===== src/rtl/mux_stream_pkg.sv =====
package mux_stream_pkg;

  typedef enum logic [1:0] {
    MS_IDLE = 2'd0,
    MS_ADDR = 2'd1,
    MS_NUL  = 2'd2,
    MS_BODY = 2'd3
  } ms_state_e;

  localparam logic [7:0] HDR_TERM = 8'h00;

  // Address octet announcing input idx.
  function automatic logic [7:0] hdr_octet(input logic [7:0] base, input int unsigned idx);
    return base + idx[7:0];
  endfunction

endpackage


===== src/rtl/ms_service_timer.sv =====
module ms_service_timer #(
  parameter int unsigned LIMIT = 48_000_000
) (
  input  logic clk,
  input  logic rst_n,
  input  logic restart,
  output logic expired
);
  localparam int unsigned CW = $clog2(LIMIT + 1);
  localparam logic [CW-1:0] LIM = CW'(LIMIT);

  logic [CW-1:0] cnt;

  // Saturating bucket: counts line-rate cycles since the last grant.
  always_ff @(posedge clk) begin
    if (!rst_n)          cnt <= '0;
    else if (restart)    cnt <= '0;
    else if (cnt != LIM) cnt <= cnt + 1'b1;
  end

  assign expired = (cnt == LIM);
endmodule


===== src/rtl/ms_grant_pick.sv =====
module ms_grant_pick #(
  parameter int unsigned N_IN   = 4,
  parameter int unsigned DL_IDX = 3,
  parameter int unsigned IW     = 2
) (
  input  logic [N_IN-1:0] req,
  input  logic [IW-1:0]   last,
  input  logic            expired,
  output logic            any,
  output logic            forced,
  output logic [IW-1:0]   idx
);
  // First requester after 'last', wrapping around.
  function automatic logic [IW-1:0] rr_next(input logic [N_IN-1:0] r, input logic [IW-1:0] l);
    logic [IW-1:0] pick;
    logic          found;
    pick  = l;
    found = 1'b0;
    for (int k = 1; k <= int'(N_IN); k++) begin
      int j;
      j = (int'(l) + k) % int'(N_IN);
      if (!found && r[j]) begin
        found = 1'b1;
        pick  = IW'(j);
      end
    end
    return pick;
  endfunction

  assign any    = |req;
  assign forced = expired && req[DL_IDX];
  assign idx    = forced ? IW'(DL_IDX) : rr_next(req, last);
endmodule


===== src/rtl/mux_stream_merge.sv =====
module mux_stream_merge #(
  parameter int unsigned N_IN         = 4,
  parameter logic [7:0]  ADDR_BASE    = 8'h10,
  parameter int unsigned DEADLINE_CYC = 48_000_000,
  parameter int unsigned DL_IDX       = N_IN - 1,
  parameter int unsigned HOT_IDX      = 0
) (
  input  logic              clk,
  input  logic              rst_n,
  input  logic [N_IN*8-1:0] in_data,
  input  logic [N_IN-1:0]   in_valid,
  input  logic [N_IN-1:0]   in_last,
  output logic [N_IN-1:0]   in_ready,
  output logic [7:0]        out_data,
  output logic              out_valid,
  input  logic              out_ready,
  input  logic              out_bound
);
  import mux_stream_pkg::*;

  localparam int unsigned IW = (N_IN > 1) ? $clog2(N_IN) : 1;
  localparam logic [IW-1:0] DL_SEL  = IW'(DL_IDX);
  localparam logic [IW-1:0] HOT_SEL = IW'(HOT_IDX);

  ms_state_e     state;
  logic [IW-1:0] sel;
  logic [IW-1:0] last_grant;

  // Named internal events, shared with the checker.
  logic          grant_evt;
  logic [IW-1:0] grant_idx;
  logic          pick_any;
  logic          pick_forced;
  logic          expired;
  logic          dl_restart;
  logic          body_fire;
  logic          src_valid;
  logic          src_last;
  logic          others_valid;
  logic          hot_hold;
  logic          force_sw;
  logic          force_cut;
  logic          burst_end;

  ms_grant_pick #(.N_IN(N_IN), .DL_IDX(DL_IDX), .IW(IW)) u_pick (
    .req(in_valid), .last(last_grant), .expired(expired),
    .any(pick_any), .forced(pick_forced), .idx(grant_idx)
  );

  ms_service_timer #(.LIMIT(DEADLINE_CYC)) u_timer (
    .clk(clk), .rst_n(rst_n), .restart(dl_restart), .expired(expired)
  );

  assign grant_evt    = (state == MS_IDLE) && pick_any;
  assign dl_restart   = grant_evt && (grant_idx == DL_SEL);
  assign src_valid    = in_valid[sel];
  assign src_last     = in_last[sel];
  assign others_valid = |(in_valid & ~(N_IN'(1) << sel));
  assign hot_hold     = (sel == HOT_SEL) && !others_valid;
  assign body_fire    = (state == MS_BODY) && src_valid && out_ready;
  assign force_sw     = (state == MS_BODY) && expired && in_valid[DL_IDX] && (sel != DL_SEL);
  assign force_cut    = force_sw && (body_fire || !src_valid);
  assign burst_end    = force_cut ||
                        (body_fire && ((src_last && !hot_hold) || out_bound));

  always_ff @(posedge clk) begin
    if (!rst_n) begin
      state      <= MS_IDLE;
      sel        <= '0;
      last_grant <= IW'(N_IN - 1);
    end else begin
      unique case (state)
        MS_IDLE: if (grant_evt) begin
          sel        <= grant_idx;
          last_grant <= grant_idx;
          state      <= MS_ADDR;
        end
        MS_ADDR: if (out_ready) state <= MS_NUL;
        MS_NUL:  if (out_ready) state <= MS_BODY;
        MS_BODY: if (burst_end) state <= MS_IDLE;
        default: state <= MS_IDLE;
      endcase
    end
  end

  always_comb begin
    unique case (state)
      MS_ADDR: begin out_valid = 1'b1;      out_data = hdr_octet(ADDR_BASE, int'(sel)); end
      MS_NUL:  begin out_valid = 1'b1;      out_data = HDR_TERM; end
      MS_BODY: begin out_valid = src_valid; out_data = in_data[int'(sel)*8 +: 8]; end
      default: begin out_valid = 1'b0;      out_data = HDR_TERM; end
    endcase
  end

  for (genvar g = 0; g < int'(N_IN); g++) begin : g_ready
    assign in_ready[g] = (state == MS_BODY) && (sel == IW'(g)) && out_ready;
  end
endmodule


===== config.mk =====
export PLATFORM = sky130hd
export DESIGN_NAME = mux_stream_merge
export DESIGN_NICKNAME = d
export VERILOG_FILES = /design/src/rtl/mux_stream_pkg.sv /design/src/rtl/ms_service_timer.sv /design/src/rtl/ms_grant_pick.sv /design/src/rtl/mux_stream_merge.sv
export SDC_FILE = /design/constraint.sdc
export NUM_CORES = 1
export LEC_CHECK = 0
export ABC_CLOCK_PERIOD_IN_PS = 3200
export BUFFER_PORTS_ARGS = -buffer_cell sky130_fd_sc_hd__buf_4
export CAP_MARGIN = 10
export CORE_MARGIN = 2
export CORE_UTILIZATION = 46
export CTS_BUF_LIST = sky130_fd_sc_hd__clkbuf_16
export DETAILED_ROUTE_END_ITERATION = 8
export PLACE_DENSITY = 0.71
export SLEW_MARGIN = 10
export SYNTH_ARGS = -nofsm -noshare
export SYNTH_HDL_FRONTEND = slang
export SYNTH_SLANG_ARGS = --single-unit

===== constraint.sdc =====
create_clock -name clk -period 3.2 [get_ports clk]
set_input_delay 0 -clock clk [delete_from_list [all_inputs] [get_ports clk]]
set_output_delay 0 -clock clk [all_outputs]
set_load 0.02 [all_outputs]

==> metrics, run 1 <==
cell row count=25; die area=0.005449 mm2; min Tclk post-route=2275 ps; Max Buffers Root-to-Sink=2; Final setup viols=0; Synth top area share=28.57%; Worst slew margin=43.97%; Crit Path Class=reg2reg; I/O Buffers=56; hold path depth=3; Ant. Diodes=0; crit-path max FO=15; root buf cell=clkbuf_16; Skew-Pair Late Insertion Delay=280 ps; skew final=6.398 ps; layout cells sized above 1=32.18%; most common cell after layout, fill and taps aside=buf_4; Die Height=73.82 um; Initial Util=47.47%; syn_area_per_cell=9.461 um2; drt total wl=5361 um; drt via density=5.618; CTS Buf Count=5; drt first pass iters=4; Reg clk slew, reported paths=50 ps; Mapped Area=0.002242 mm2; max incr delay on CP=520 ps; dpl ws=885.7 ps; VDD IR max=0.2668 mV; DRC=0; fin cells=356; Critical Path End Type=flip-flop; Synth Instances=237; R2R depth=7; syn_nets=287; Fin. Hold Viols=0; yosys warns=0; grt ovf=0; fin worst setup slack=924.7 ps; Via Count=2000; status=completed; placed inst area=0.002691 mm2; Power Dens Cells=584.9 mW/mm2; die width=73.82 um; Net count, final=338; core area=0.004723 mm2; max_cap viols=0; CP required=3360 ps; # IOs=57; Max Slew Vio Count=0; placed cells=347; HP Class=in2reg; Worst Hold End=sel[0]; 1st-iter DRT viols=124; crit path cell chain=inv_1, ha_1, nor4b_1, nand3_2, o21ai_2, o31ai_1, a221oi_1; crit start category=flip-flop; register bit count reported by yosys=32; post-synth top area cell=dfxtp_1; reg-to-reg slack, setup=920 ps; RD Place Congestion=0.8324; first-pass GRT wire length=9025 um; r2r startpoint=u_timer.cnt[0]; Seq/Total Area, Yosys=28.57%; clock tree from TritonCTS=yes; vias in the first global route=1854; Hold Crit Start=in_valid[3]; Design Area, Final=0.002840 mm2; Crit Reg-Reg Endpoint=u_timer.cnt[20]; H-tree levels=2; initial antenna violation count=0; Setup Total Neg Slack=0 ps; Area contributors post-synth=dfxtp_1 29%, mux4_2 10%, a211oi_1 6.7%; Critical Path AT=2430 ps; Final HPWL DP=3994 um; Area growth syn-to-layout=26.67%; Sink Count=32; RSZ-0062 raised after global routing=no; DRT antenna net count=0; asr flop ratio synth=0%; CP max stage cell=o21ai_2; post-synthesis cell type count=55; P_leak=1.074 nW; most frequent cells in the layout=59 x buf_4, 32 x dfxtp_1, 20 x a211oi_1, 11 x inv_1, 11 x xor2_1; fin crit share=71.10%; Worst-Margin Slew=833.4 ps; largest net degree at the start of global routing=28; most common flop cell mapped by yosys=dfxtp_1; Post-CTS Resized=0; total design power=1.661 mW; number of flops mapped to enable cells by yosys=0; GRT Total Usage=21.34%; fmax=439.5 MHz; Fillers=426; Avg WL per Cell=15.06 um
final cells by class:
type,count,area [um2],area share (%)
Sequential cell,32,640.6,22.56
Clock inverter,3,13.76,0.4846
Clock buffer,5,125.1,4.405
Timing Repair Buffer,60,452.9,15.95
Multi-Input combinational cell,177,1479,52.07
Tap cell,67,83.83,2.952
Inverter,12,45.04,1.586
cell families after synthesis:
group	after synthesis	synth area share (%)
AND/OR/NAND/NOR	79	23.16
AO/OA/AOI/OAI	61	20.76
flip-flops	32	28.57
buffers and inverters	28	5.636
XOR/XNOR	17	6.641
multiplexers	14	11.89
adder cells (fa/ha/maj)	6	3.348
where the power goes:
group / internal (mW) / total (mW) / switching [mW]
logic: 0.322 / 0.696 / 0.374
registers: 0.442 / 0.518 / 0.0764
clock network: 0.282 / 0.447 / 0.165
synth_stat cells (all sizes together) (7+ instances only):
cell and count:
a211oi 21, a221oi 8, buf 7, clkbuf 9
dfxtp 32, inv 11, mux4 10, nand2 11
nand3 12, nand4 8, nor2 12, o21ai 8
or4 7, xor2 11
sequential cells by signal, indices dropped and copies added, names as in the netlist:
| signal | flops |
|---|---|
| last_grant | 2 |
| sel | 2 |
| state | 2 |
| u_timer.cnt | 26 |
per-stage QoR:
stage / hold slack [ps] / utilization (%)
after floorplan: 76.23 / -
after global placement: 247.3 / 56.98
after detailed placement: 248.6 / 56.98
after CTS: 74.03 / 60.13
after global routing: 105.4 / 60.13
final: 75.44 / 60.13
worst max path at each step:
stage	startpoint	slack (ps)	end	cells after the start
3_3_place_gp	u_timer.cnt[0]	1050	u_timer.cnt[6]	8
6_report	u_timer.cnt[0]	920	u_timer.cnt[20]	7
4_1_cts	u_timer.cnt[0]	880	u_timer.cnt[20]	7
3_5_place_dp	u_timer.cnt[0]	890	u_timer.cnt[20]	7
2_1_floorplan	u_timer.cnt[0]	1270	u_timer.cnt[10]	9
5_1_grt	u_timer.cnt[0]	630	u_timer.cnt[22]	7
layer usage:
layer / share of wire (%) / up-vias / routed length [um] / track usage [%]
li1: - / 1029 / - / -
met1: 50 / 937 / 2684 / 30.11
met2: 46 / 30 / 2482 / 33.04
met3: 3.3 / 4 / 176 / 4.527
met4: 0.32 / 0 / 17 / 5.455
met5: 0 / - / 0 / 0
timing repair:
action                    4_1_cts  5_1_grt
hold buffers                    1        0
buffers inserted                0        0
hold endpoints to repair        2        0
worst max-delay path: cells and delay by family (launching register included):
family / cells / cell delay, ps
DFF: 1 / 320
buffers and inverters: 1 / 160
and+or+nand+nor: 2 / 530
adders and majority gates: 1 / 170
AOI/OAI and AO/OA: 3 / 970
Power figures use the tool's default switching activity.
==> run 2, diff against run 1 <==
--- a/config.mk
+++ b/config.mk
@@ -5,7 +5,7 @@
 export SDC_FILE = /design/constraint.sdc
 export NUM_CORES = 1
 export LEC_CHECK = 0
-export ABC_CLOCK_PERIOD_IN_PS = 3200
+export ABC_CLOCK_PERIOD_IN_PS = 2200
 export BUFFER_PORTS_ARGS = -buffer_cell sky130_fd_sc_hd__buf_4
 export CAP_MARGIN = 10
 export CORE_MARGIN = 2
==> constraint.sdc (replaced) <==
create_clock -name clk -period 2.2 [get_ports clk]
set_input_delay 0 -clock clk [delete_from_list [all_inputs] [get_ports clk]]
set_output_delay 0 -clock clk [all_outputs]
set_load 0.02 [all_outputs]
==> metrics, run 2 (synthesis results as in run 1) <==
Area growth syn-to-layout=31.53%; R2R depth=7; Worst-Margin Slew=458.0 ps; fin cells=366; crit-path max FO=8; hold path depth=3; Via Count=2130; Max Slew Vio Count=0; VDD IR max=0.5336 mV; layout cells sized above 1=35.12%; first-pass GRT wire length=9335 um; WP depth=7; placed inst area=0.002771 mm2; fmax=488.6 MHz; Most flops, register=u_timer.cnt; RD Place Congestion=0.7956; DRC=0; placed cells=356; Design Area, Final=0.002949 mm2; min Tclk post-route=2047 ps; P_leak=1.129 nW; most common cell after layout, fill and taps aside=buf_4; Hold Crit Start=in_valid[3]; drt total wl=5652 um; Crit Reg-Reg Endpoint=u_timer.cnt[22]; vias in the first global route=2055; Critical Path AT=2230 ps; most frequent cells in the layout=67 x buf_4, 32 x dfxtp_1, 20 x a211oi_1, 11 x inv_1, 11 x xor2_1; Final Core Density=62.44%; root buf cell=clkbuf_16; die area=0.005449 mm2; CP max stage cell=or4_1; Fin. Hold Viols=0; RSZ-0062 raised after global routing=no; r2r startpoint=u_timer.cnt[1]; Net count, final=348; initial antenna violation count=0; drt via density=5.820; Die Height=73.82 um; max_cap viols=0; GRT Total Usage=22.06%; fin crit share=93.03%; Crit path buffers/inverters=1; cell row count=25; Post-CTS Setup Repair Bufs=0; CTS Buf Count=5; CP required=2380 ps; I/O Buffers=56; Avg WL per Cell=15.44 um; status=completed; Sink Count=32; crit path cell chain=inv_1, ha_1, nor4b_2, nand3_2, o21ai_2, or4_1, a221oi_1; die width=73.82 um; grt ovf=0; CP Launch Point=u_timer.cnt[1]; crit start category=flip-flop; number of flip-flops in the largest register=26; Worst path top cell family by delay=simple AND/OR/NAND/NOR gates; core area=0.004723 mm2; Critical Path End Type=flip-flop; reg-to-reg slack, setup=150 ps; drt first pass iters=4; Setup crit end=u_timer.cnt[22]; Final HPWL DP=4173 um; Worst slew margin=69.29%; Ant. Diodes=0; largest net degree at the start of global routing=27; Final setup viols=0; Skew-Pair Late Insertion Delay=280 ps; Max Buffers Root-to-Sink=2; Crit Path Class=reg2reg; Power Dens Cells=847.1 mW/mm2; skew final=5.716 ps; max incr delay on CP=520 ps; 1st-iter DRT viols=117; Reg clk slew, reported paths=50 ps; H-tree levels=2; Setup Total Neg Slack=0 ps; clock tree from TritonCTS=yes; # IOs=57; HP Class=in2reg; DRT antenna net count=0; Initial Util=47.47%
-- run 2: cell count changes in the layout (fill, tap and decap cells not counted) --
cell and change:
a2111oi_0 -1, o21ai_4 +1, nor4b_1 -1, buf_4 +8
buf_12 +1, a2111oi_2 +1, nor4b_2 +1
-- run 2: what timing repair did --
item / in CTS / in global routing
endpoints found under the setup margin: 0 / 10
resized for setup: 0 / 4
endpoints found under the hold margin: 2 / 0
hold buffers: 1 / 0
-- run 2: worst min-delay path, cell delays in order --
cell	delay, ps
buf_4	130
a211oi_1	90
nor2_1	100
-- run 2: worst min-delay path by stage --
stage / end / slack [ps]
detailed placement: last_grant[0] / 240
global placement: last_grant[0] / 240
CTS: sel[0] / 80
finish: sel[0] / 90
global route: sel[0] / 130
floorplan: last_grant[0] / 80
-- run 2: where the power goes --
part	switching (mW)	leakage, nW	internal (mW)	total, mW
Combinational	0.608	0.798	0.524	1.13
Clock	0.237	0.0710	0.410	0.646
Sequential	0.0776	0.260	0.643	0.720
Total	0.922	1.13	1.58	2.50
-- run 2: cell type report --
type	count	area, um2
fillers	403	1774
multi-input cells	178	1508
flip-flops and latches	32	640.6
repair buffers	69	533.0
clock buffers	5	125.1
well taps	67	83.83
inverters	12	45.04
clock inverters	3	13.76
-- run 2: stage by stage --
stage / power [mW] / hold WS [ps] / setup slack, ps
CTS: 2.491 / 83.74 / 52.15
detailed placement: 1.836 / 243.3 / 47.26
finish: 2.498 / 90.89 / 153.4
global placement: 1.819 / 244.2 / 54.23
global route: 2.656 / 132.1 / 27.79
floorplan: 1.513 / 76.23 / 267.9
-- run 2: metal layers --
metal	track usage [%]	vias to the layer above	wire, um
li1	-	1051	-
met1	27.89	1023	2634
met2	35.42	41	2730
met3	4.390	15	156
met4	11.31	0	131
met5	0	-	0
==> run 3, diff against run 2 <==
--- a/config.mk
+++ b/config.mk
@@ -8,11 +8,13 @@
 export ABC_CLOCK_PERIOD_IN_PS = 2200
 export BUFFER_PORTS_ARGS = -buffer_cell sky130_fd_sc_hd__buf_4
 export CAP_MARGIN = 10
+export CELL_PAD_IN_SITES_DETAIL_PLACEMENT = 0
+export CELL_PAD_IN_SITES_GLOBAL_PLACEMENT = 2
 export CORE_MARGIN = 2
-export CORE_UTILIZATION = 46
+export CORE_UTILIZATION = 32
 export CTS_BUF_LIST = sky130_fd_sc_hd__clkbuf_16
 export DETAILED_ROUTE_END_ITERATION = 8
-export PLACE_DENSITY = 0.71
+export PLACE_DENSITY_LB_ADDON = 0.1
 export SLEW_MARGIN = 10
 export SYNTH_ARGS = -nofsm -noshare
 export SYNTH_HDL_FRONTEND = slang
==> metrics, run 3 (synthesis results as in run 1) <==
fin crit share=93.47%; crit start category=flip-flop; min Tclk post-route=2056 ps; I/O Buffers=56; Fillers=676; VDD IR max=0.3075 mV; skew final=5.489 ps; die width=87.71 um; crit-path max FO=7; Crit Reg-Reg Endpoint=state[0]; 1st-iter DRT viols=116; Most flops, register=u_timer.cnt; reg-to-reg slack, setup=140 ps; Hold Crit Start=in_valid[3]; Net count, final=351; Initial Util=33.00%; CTS Buf Count=5; area occupied by multi-input gates=0.001486 mm2; Final HPWL DP=4635 um; Fin. Hold Viols=0; CP required=2350 ps; fmax=486.3 MHz; drt total wl=6177 um; drt first pass iters=4; RSZ-0062 raised after global routing=yes; most frequent cells in the layout=71 x buf_4, 31 x dfxtp_1, 20 x a211oi_1, 13 x inv_1, 11 x xor2_1; H-tree levels=2; placed inst area=0.002830 mm2; Final setup viols=0; Power Dens Cells=847.2 mW/mm2; Reg area=641.9 um2; Seq pwr share=29.0%; Worst Hold End=sel[0]; # IOs=57; first-pass GRT wire length=10710 um; internal power component=1.598 mW; Area growth syn-to-layout=33.48%; core area=0.006794 mm2; P_leak=1.145 nW; max_cap viols=0; number of flip-flops in the largest register=26; Crit Path Class=reg2reg; dpl ws=46.07 ps; largest net degree at the start of global routing=30; Avg WL per Cell=15.52 um; RD Place Congestion=0.7699; Design Area, Final=0.002993 mm2; Skew-Pair Late Insertion Delay=270 ps; Die Height=87.71 um; Switch Pwr=937.8 uW; R2R depth=7; Logic pwr share=45.6%; root buf cell=clkbuf_16; Critical Path AT=2210 ps; most common cell after layout, fill and taps aside=buf_4; Max Buffers Root-to-Sink=2; DRT antenna net count=0; initial antenna violation count=0; r2r startpoint=u_timer.cnt[0]; Reg clk slew, reported paths=50 ps; Ant. Diodes=0; Worst-Margin Slew=426.6 ps; status=completed; grt ovf=0; HP Class=in2reg; DRC=0; cell row count=30; Max Slew Vio Count=0; Final Core Density=44.05%; clock power share=25.4%; Critical Path End Type=flip-flop; Sink Count=32; Worst slew margin=71.49%; die area=0.007692 mm2; total design power=2.536 mW; fin worst setup slack=143.7 ps; hold path depth=3; clock tree from TritonCTS=yes; Setup Total Neg Slack=0 ps; Via Count=2076; drt via density=5.216; switching share of total power=36.99%; layout cells sized above 1=35.10%; vias in the first global route=2155; GRT Total Usage=17.49%
-- run 3: stage by stage --
| stage | hold slack (ps) | instances |
|---|---|---|
| 2_1_floorplan | 76.23 | 237 |
| 3_3_place_gp | 258.7 | 388 |
| 3_5_place_dp | 258.7 | 388 |
| 4_1_cts | 92.83 | 397 |
| 5_1_grt | 148.4 | 398 |
| 6_report | 102.6 | 398 |
-- run 3: power groups by stage --
stage	logic, mW	registers, mW	clock network, mW
2_1_floorplan	0.828	0.685	0
4_1_cts	1.15	0.737	0.657
6_report	1.16	0.736	0.644
5_1_grt	1.28	0.753	0.689
3_3_place_gp	1.15	0.749	0
3_5_place_dp	1.15	0.749	0
-- run 3: repair_timing --
action	CTS	global route
buffers inserted	0	1
setup endpoints to repair	0	6
hold endpoints to repair	2	0
hold buffers	1	0
gates resized for setup	0	3
-- run 3: area by class of cell --
cell class	count	share of cell area, %
Timing Repair Buffer	73	18.81
Clock buffer	5	4.181
Clock inverter	3	0.3763
Inverter	12	1.505
Tap cell	96	4.013
Multi-Input combinational cell	177	49.67
Sequential cell	32	21.45
-- run 3: routing by layer --
layer,part of all wire [%],vias to the layer above,track usage (%),wire length [um]
li1,-,1054,-,-
met1,52,1005,25.34,3187
met2,46,15,27.41,2860
met3,1.8,2,2.828,109
met4,0.31,0,3.776,19
met5,0,-,0,0
-- run 3: critical path: stages (launching register included) --
cell	delay (ps)
dfxtp_1	320
inv_1	80
ha_1	140
nor4b_1	330
nand3_2	220
a2111oi_1	460
o211ai_1	230
mux2i_1	160
-- run 3: worst max-delay path by stage --
stage	endpoint	depth (start not counted)	start	slack, ps
floorplan	u_timer.cnt[10]	9	u_timer.cnt[0]	270
global placement	u_timer.cnt[18]	8	u_timer.cnt[1]	210
detailed placement	state[0]	7	u_timer.cnt[1]	50
CTS	state[0]	7	u_timer.cnt[1]	30
global route	state[0]	7	u_timer.cnt[1]	-4
finish	state[0]	7	u_timer.cnt[0]	140
